**config.mk**
```make
export PLATFORM = sky130hd
export DESIGN_NAME = tco_watchdog
export DESIGN_NICKNAME = d
export VERILOG_FILES = /design/src/rtl/tco_pkg.sv /design/src/rtl/tco_regs.sv /design/src/rtl/tco_counter.sv /design/src/rtl/tco_status.sv /design/src/rtl/tco_watchdog.sv
export SDC_FILE = /design/constraint.sdc
export NUM_CORES = 1
export LEC_CHECK = 0
export BUFFER_PORTS_ARGS = -buffer_cell sky130_fd_sc_hd__buf_2
export CAP_MARGIN = 10
export CORE_MARGIN = 2
export CORE_UTILIZATION = 46
export DETAILED_ROUTE_END_ITERATION = 10
export GPL_TIMING_DRIVEN = 0
export PLACE_DENSITY = 0.74
export SYNTH_ARGS = -nofsm -noshare
export SYNTH_HDL_FRONTEND = slang
export SYNTH_SLANG_ARGS = --single-unit
```
**constraint.sdc**
```tcl
create_clock -name clk -period 1.53 [get_ports clk]
set_clock_uncertainty 0.2 [all_clocks]
set_input_delay 0.0765 -clock clk [delete_from_list [all_inputs] [get_ports clk]]
set_output_delay 0.0765 -clock clk [all_outputs]
set_load 0.005 [all_outputs]
```
**src/rtl/tco_pkg.sv**
```systemverilog
// Package: register map constants and the control word layout shared by
// the register, counter and status blocks of the timeout watchdog.
package tco_pkg;
    localparam int ADDR_W = 2;
    localparam int DATA_W = 8;

    localparam logic [ADDR_W-1:0] A_COUNT  = 2'd0;
    localparam logic [ADDR_W-1:0] A_RELOAD = 2'd1;
    localparam logic [ADDR_W-1:0] A_CTRL   = 2'd2;
    localparam logic [ADDR_W-1:0] A_STATUS = 2'd3;

    // status bit positions
    localparam int ST_FIRST  = 0;
    localparam int ST_SECOND = 1;
    localparam int ST_BOOT   = 2;
    localparam int ST_W      = 3;

    // control word, bit 0 = halt, bit 1 = no-reboot, bit 2 = irq enable
    typedef struct packed {
        logic irq_en;
        logic no_reboot;
        logic halt;
    } ctrl_t;
    localparam int CTRL_W = $bits(ctrl_t);
endpackage

```
**src/rtl/tco_regs.sv**
```systemverilog
// Register port of the watchdog. It holds the reload value and the control
// word, decodes count writes into a load pulse and status writes into a
// write-1-to-clear mask, and muxes read data. It assumes CNT_W <= DATA_W and
// that reads have no side effects.
module tco_regs
    import tco_pkg::*;
#(
    parameter int                CNT_W      = 6,
    parameter logic [CNT_W-1:0]  RELOAD_RST = 6'd10
) (
    input  logic              clk,
    input  logic              rst_n,
    input  logic              pci_rst_n,
    input  logic              reg_wr,
    input  logic [ADDR_W-1:0] reg_addr,
    input  logic [DATA_W-1:0] reg_wdata,
    input  logic [CNT_W-1:0]  cnt_i,
    input  logic [ST_W-1:0]   status_i,
    output logic [CNT_W-1:0]  reload_o,
    output ctrl_t             ctrl_o,
    output logic              load_o,
    output logic [ST_W-1:0]   clr_o,
    output logic [DATA_W-1:0] reg_rdata
);
    localparam int PAD_CNT  = DATA_W - CNT_W;
    localparam int PAD_CTRL = DATA_W - CTRL_W;
    localparam int PAD_ST   = DATA_W - ST_W;

    logic [CNT_W-1:0] reload_q;
    ctrl_t            ctrl_q;

    // Write strobes decoded from the address.
    always_comb begin
        load_o = reg_wr && (reg_addr == A_COUNT);
        clr_o  = (reg_wr && (reg_addr == A_STATUS)) ? reg_wdata[ST_W-1:0] : '0;
    end

    // Reload value and control word storage; both reset on either reset.
    always_ff @(posedge clk) begin
        if (!rst_n || !pci_rst_n) begin
            reload_q <= RELOAD_RST;
            ctrl_q   <= '0;
        end else if (reg_wr) begin
            if (reg_addr == A_RELOAD) reload_q <= reg_wdata[CNT_W-1:0];
            if (reg_addr == A_CTRL)   ctrl_q   <= ctrl_t'(reg_wdata[CTRL_W-1:0]);
        end
    end

    // Read data multiplexer.
    always_comb begin
        unique case (reg_addr)
            A_COUNT:  reg_rdata = {{PAD_CNT{1'b0}}, cnt_i};
            A_RELOAD: reg_rdata = {{PAD_CNT{1'b0}}, reload_q};
            A_CTRL:   reg_rdata = {{PAD_CTRL{1'b0}}, ctrl_q};
            default:  reg_rdata = {{PAD_ST{1'b0}}, status_i};
        endcase
    end

    assign reload_o = reload_q;
    assign ctrl_o   = ctrl_q;

    // a PCI reset returns the reload value to its reset constant
    a_r10_reload_reset: assert property (@(posedge clk) disable iff (!rst_n)
        !pci_rst_n |=> reload_q == RELOAD_RST);
endmodule

```
**src/rtl/tco_counter.sv**
```systemverilog
// Watchdog down-counter. It decrements on each unhalted tick, restarts from
// the reload value on the tick after zero (flagging an expiry), and loads on
// a software count write, which has priority. It assumes tick is synchronous
// to clk.
module tco_counter #(
    parameter int               CNT_W      = 6,
    parameter logic [CNT_W-1:0] RELOAD_RST = 6'd10
) (
    input  logic             clk,
    input  logic             rst_n,
    input  logic             pci_rst_n,
    input  logic             tick_i,
    input  logic             halt_i,
    input  logic             load_i,
    input  logic [CNT_W-1:0] reload_i,
    output logic [CNT_W-1:0] cnt_o,
    output logic             expire_o
);
    logic [CNT_W-1:0] cnt_q;
    logic             step;
    logic             at_zero;

    // Decode whether this cycle counts and whether the counter is spent.
    always_comb begin
        step     = tick_i && !halt_i && !load_i;
        at_zero  = (cnt_q == '0);
        expire_o = step && at_zero;
    end

    // Count register: load, decrement or restart after expiry.
    always_ff @(posedge clk) begin
        if (!rst_n || !pci_rst_n) begin
            cnt_q <= RELOAD_RST;
        end else if (load_i) begin
            cnt_q <= reload_i;
        end else if (step) begin
            cnt_q <= at_zero ? reload_i : cnt_q - 1'b1;
        end
    end

    assign cnt_o = cnt_q;

    // an unhalted tick on a nonzero count takes exactly one off
    a_r2_decrement: assert property (@(posedge clk) disable iff (!rst_n)
        (pci_rst_n && tick_i && !halt_i && !load_i && cnt_q != '0)
        |=> cnt_q == CNT_W'($past(cnt_q) - 1'b1));
    // a count write lands the reload value
    a_r3_load: assert property (@(posedge clk) disable iff (!rst_n)
        (pci_rst_n && load_i) |=> cnt_q == $past(reload_i));
    // halt freezes the count when software does not write it
    a_r7_halt_hold: assert property (@(posedge clk) disable iff (!rst_n)
        (pci_rst_n && halt_i && !load_i) |=> $stable(cnt_q));
endmodule

```
**src/rtl/tco_status.sv**
```systemverilog
// Timeout status flags and boot-failure tracking. An expiry sets the first
// flag, or the second if the first is still standing. A rise of the second
// flag with no ROM fetch since reset sets the boot flag, which survives PCI
// reset. All flags are write-1-to-clear, with set winning.
module tco_status
    import tco_pkg::*;
(
    input  logic            clk,
    input  logic            rst_n,
    input  logic            pci_rst_n,
    input  logic            expire_i,
    input  logic            rom_access_i,
    input  logic [ST_W-1:0] clr_i,
    output logic [ST_W-1:0] status_o
);
    logic first_q, second_q, boot_q, rom_seen_q;
    logic set_first, set_second, set_boot;

    // Classify an expiry and detect a boot that never reached the ROM.
    always_comb begin
        set_first  = expire_i && !first_q;
        set_second = expire_i && first_q;
        set_boot   = set_second && !second_q && !rom_seen_q;
    end

    // Timeout flags and ROM-seen record; cleared by either reset.
    always_ff @(posedge clk) begin
        if (!rst_n || !pci_rst_n) begin
            first_q    <= 1'b0;
            second_q   <= 1'b0;
            rom_seen_q <= 1'b0;
        end else begin
            first_q    <= set_first  || (first_q  && !clr_i[ST_FIRST]);
            second_q   <= set_second || (second_q && !clr_i[ST_SECOND]);
            rom_seen_q <= rom_seen_q || rom_access_i;
        end
    end

    // Boot-failure flag; only the power-well reset clears it.
    always_ff @(posedge clk) begin
        if (!rst_n) begin
            boot_q <= 1'b0;
        end else if (pci_rst_n) begin
            boot_q <= set_boot || (boot_q && !clr_i[ST_BOOT]);
        end
    end

    always_comb begin
        status_o            = '0;
        status_o[ST_FIRST]  = first_q;
        status_o[ST_SECOND] = second_q;
        status_o[ST_BOOT]   = boot_q;
    end

    // the second flag only rises over a standing first flag
    a_r5_second_after_first: assert property (@(posedge clk) disable iff (!rst_n)
        $rose(second_q) |-> $past(first_q));
    // boot failure never rises once the ROM has been fetched
    a_r8_boot_needs_no_rom: assert property (@(posedge clk) disable iff (!rst_n)
        $rose(boot_q) |-> (!$past(rom_seen_q) && $rose(second_q)));
    // a PCI reset leaves the boot flag alone
    a_r10_boot_kept: assert property (@(posedge clk) disable iff (!rst_n)
        !pci_rst_n |=> $stable(boot_q));
endmodule

```
**src/rtl/tco_watchdog.sv**
```systemverilog
// Top of the timeout watchdog: wires the register port, down-counter and
// status logic together and forms the interrupt and reset-request outputs.
// It assumes all inputs are synchronous to clk. The request is a level that
// stays high until software clears the second flag or sets no-reboot.
module tco_watchdog
    import tco_pkg::*;
#(
    parameter int               CNT_W      = 6,
    parameter logic [CNT_W-1:0] RELOAD_RST = 6'd10
) (
    input  logic              clk,
    input  logic              rst_n,
    input  logic              pci_rst_n,
    input  logic              tick,
    input  logic              rom_access,
    input  logic              reg_wr,
    input  logic [ADDR_W-1:0] reg_addr,
    input  logic [DATA_W-1:0] reg_wdata,
    output logic [DATA_W-1:0] reg_rdata,
    output logic              irq,
    output logic              rst_req
);
    logic [CNT_W-1:0] cnt;
    logic [CNT_W-1:0] reload;
    ctrl_t            ctrl;
    logic             load;
    logic             expire;
    logic [ST_W-1:0]  clr;
    logic [ST_W-1:0]  status;

    tco_regs #(.CNT_W(CNT_W), .RELOAD_RST(RELOAD_RST)) u_regs (
        .clk(clk), .rst_n(rst_n), .pci_rst_n(pci_rst_n),
        .reg_wr(reg_wr), .reg_addr(reg_addr), .reg_wdata(reg_wdata),
        .cnt_i(cnt), .status_i(status),
        .reload_o(reload), .ctrl_o(ctrl), .load_o(load), .clr_o(clr),
        .reg_rdata(reg_rdata)
    );

    tco_counter #(.CNT_W(CNT_W), .RELOAD_RST(RELOAD_RST)) u_counter (
        .clk(clk), .rst_n(rst_n), .pci_rst_n(pci_rst_n),
        .tick_i(tick), .halt_i(ctrl.halt), .load_i(load), .reload_i(reload),
        .cnt_o(cnt), .expire_o(expire)
    );

    tco_status u_status (
        .clk(clk), .rst_n(rst_n), .pci_rst_n(pci_rst_n),
        .expire_i(expire), .rom_access_i(rom_access), .clr_i(clr),
        .status_o(status)
    );

    // Interrupt and reset-request outputs.
    always_comb begin
        irq     = status[ST_FIRST] && ctrl.irq_en;
        rst_req = status[ST_SECOND] && !ctrl.no_reboot;
    end

    // no-reboot always masks the request
    a_r6_no_reboot_masks: assert property (@(posedge clk) disable iff (!rst_n)
        ctrl.no_reboot |-> !rst_req);
    // halted ticks never raise a timeout flag
    a_r7_halt_no_timeout: assert property (@(posedge clk) disable iff (!rst_n)
        (pci_rst_n && ctrl.halt) |=> !$rose(status[ST_FIRST]) && !$rose(status[ST_SECOND]));
endmodule

```
==> impl_metrics.toml <==
[run_status]
status = "finished with violations"
violations = "setup timing"

[clock_network]
cts.htree.levels = 1
clock_path_buffers = 2
path_clk_slew_ns = 0.11
tritoncts = "done"
insertion_delay_ns = 0.28
clock-root-buffer = "clkbuf_4"
cts_sinks = 19
cts_made_buffers = 3

[detailed_routing]
drt_iter0_drc = 32
firstDrtPassIters = 4
vias = 1067
drc = 0
via_per_inst = 5.68
drt_wl_total_mm = 2.99
wire_per_inst_um = 15.9
final_antenna_net_count = 0

[yosys]
synth-edff-count = 0
syn_inst = 113
yosys_register_bits = 19
yosysTopAreaCell = "dfxtp_1"
seq_area_frac_synth_pct = 35.7
avgSynthCellArea_um2 = 9.43
yosys_warnings = 0
synthTopCellsByCount = "19 x dfxtp_1, 18 x nor2_1, 13 x mux2i_1"
yosysTopAreaCellShare_pct = 35.7
netlist_area_um2 = 1070
synthFlopType = "dfxtp_1"
synth.most_common_cell = "dfxtp_1"
async_flop_share_pct = 0
synth_area_leaders = "dfxtp_1 36%, mux2i_1 12%, nor2_1 6.3%, mux4_2 6.3%, a21oi_1 2.8%"
yosysUniqueCellTypes = 35

[min_path]
hold_path_class = "in2reg"
hold_path.startpoint = "reg_wr"

[layout]
finalNetCount = 179
drive_above_1_share_pct = 36.9
antennaDiodeCount = 0
final_cell_area_um2 = 1480
synthToLayoutAreaGrowth_pct = 39.1

[timing]
fin_crit_sh_pct = 115
hold_violations = 0
fin_crit_ns = 1.76
hold_ws_ns = 0.0768
rsz0062_at_grt = "true"
slew_headroom_pct = 57.9
fin_ws_ns = -0.230
fmax_mhz = 568
finalSetupViolations = 18
worst_pin_slew_ns = 0.630
finalMaxSlewViolations = 0

[setup_path]
end_kind = "register"
r2r_start = "u_counter.cnt_o[0]"
cpPeakStageDelay_ns = 0.37
critPathSlowestCell = "dfxtp_4"
crit_arrival_ns = 1.75
startpoint = "u_counter.cnt_o[0]"
crit_type = "reg2reg"
crit_path_start_kind = "register"
crit_required_ns = 1.52
path_cells = "inv_4 > ha_4 > nor3b_4 > buf_4 > a21oi_4 > o32a_1"
critical_path.max_fanout = 4

[placed_design]
place_congestion = 0.931
pre_cts_slack_ns = -0.227
dp_hpwl_mm = 1.86
io_buffers = 21
postPlaceCellArea_um2 = 1220

[floorplan]
std_cell_rows = 17
die_width_um = 52.1
ios = 26
core_um2 = 2210
initial_core_util_pct = 48.2
fp.dieH_um = 52.1
die_area_um2 = 2720

[global_route]
grt_pass1_wl_mm = 4.93
grt_max_degree = 11
met2_usage_pct = 42.6
use_met1_pct = 31.6
grt-ovfl-total = 0
grt_use_met3_pct = 2.30
grt_busiest_layer = "met2"
grt_usage_pct = 24.5
grt_pass1_vias = 1035
antenna_found_initial = 0

[power_and_ir_drop]
ir_drop_uv = 462
power_density_nw_per_um2 = 633
leakagePower_nw = 0.661

[flow_run]
max-cap-violations = 0
==> stage by stage <==
stage | TNS (ns) | util, % | total power, mW | cells
after floorplan | -0.0702 | - | 0.609 | 114
after global placement | -0.730 | 55.4 | 0.653 | 163
after detailed placement | -0.919 | 55.4 | 0.657 | 163
after CTS | -1.23 | 65.0 | 0.926 | 184
after global routing | -3.43 | 67.0 | 0.983 | 188
final | -2.05 | 67.0 | 0.939 | 188
==> area by class of cell <==
cell class                 count  area, um2
fill                         194        729
multi-input combinational     87        688
sequential                    19        392
timing repair buffer          42        292
tap                           28       35.0
buffer                         5       33.8
clock buffer                   4       26.3
inverter                       3       16.3
==> cells in the final DEF, fill, tap and decap left out, drive strengths merged <==
cell type / count
a211o: 1
a21boi: 1
a21oi: 6
a22o: 1
a311oi: 1
a31oi: 1
and2: 1
and3: 1
and4: 1
buf: 36
clkbuf: 5
conb: 2
dfxtp: 19
dlygate4sd3: 10
ha: 2
inv: 3
mux2i: 13
mux4: 3
nand2: 8
nand2b: 1
nand3: 5
nand3b: 2
nand4: 2
nor2: 18
nor2b: 3
nor3: 1
nor3b: 3
nor4b: 1
o21ai: 1
o2bb2ai: 3
o311a: 1
o32a: 1
o41ai: 2
or3b: 1
==> cells by family after synthesis <==
family	synth area share, %
other cells	0.352
mux	18.5
compound gates	13.7
buf+inv	4.23
flops	35.7
fa+ha+maj	2.35
simple gates	25.1
==> path summary, 6_finish.rpt <==
check                                     endpoint  slack (ns)  depth (start not counted)
worst max-delay path            u_counter.cnt_o[3]       -0.23                          6
worst min-delay path              u_status.first_q        0.08                          3
worst max register to register  u_counter.cnt_o[3]       -0.23                          6
worst min register to register     u_status.boot_q        0.28                          1
==> routing by layer <==
layer / vias up / part of all wire [%]
met5: - / 0
met4: 0 / 1.5
met3: 6 / 7.2
met2: 57 / 51
met1: 500 / 40
li1: 504 / -
==> repair_timing <==
action,CTS,global route
hold buffers,10,0
resized for setup,13,3
hold endpoints to repair,16,0
endpoints found under the setup margin,10,20
setup buffers,7,4
pin swaps,7,2
==> flip-flops by register name, indices dropped and copies added, names as in the netlist <==
name and cells:
u_status.first_q 1, u_regs.ctrl_o 3, u_regs.reload_o 6, u_status.second_q 1
u_status.boot_q 1, u_counter.cnt_o 6, u_status.rom_seen_q 1
==> where the power goes <==
group	total [mW]	switching [mW]	internal, mW
logic	0.187	0.0885	0.0981
registers	0.510	0.00970	0.500
clock network	0.243	0.141	0.101
total	0.939	0.240	0.699
==> critical path, delay by kind of cell (launching register included) <==
kind	cells	cell delay, ns
fa+ha+maj	1	0.13
flops	1	0.37
buf+inv	2	0.26
simple gates	1	0.32
compound gates	2	0.38
Note: power is estimated with default switching activity, not from simulation.
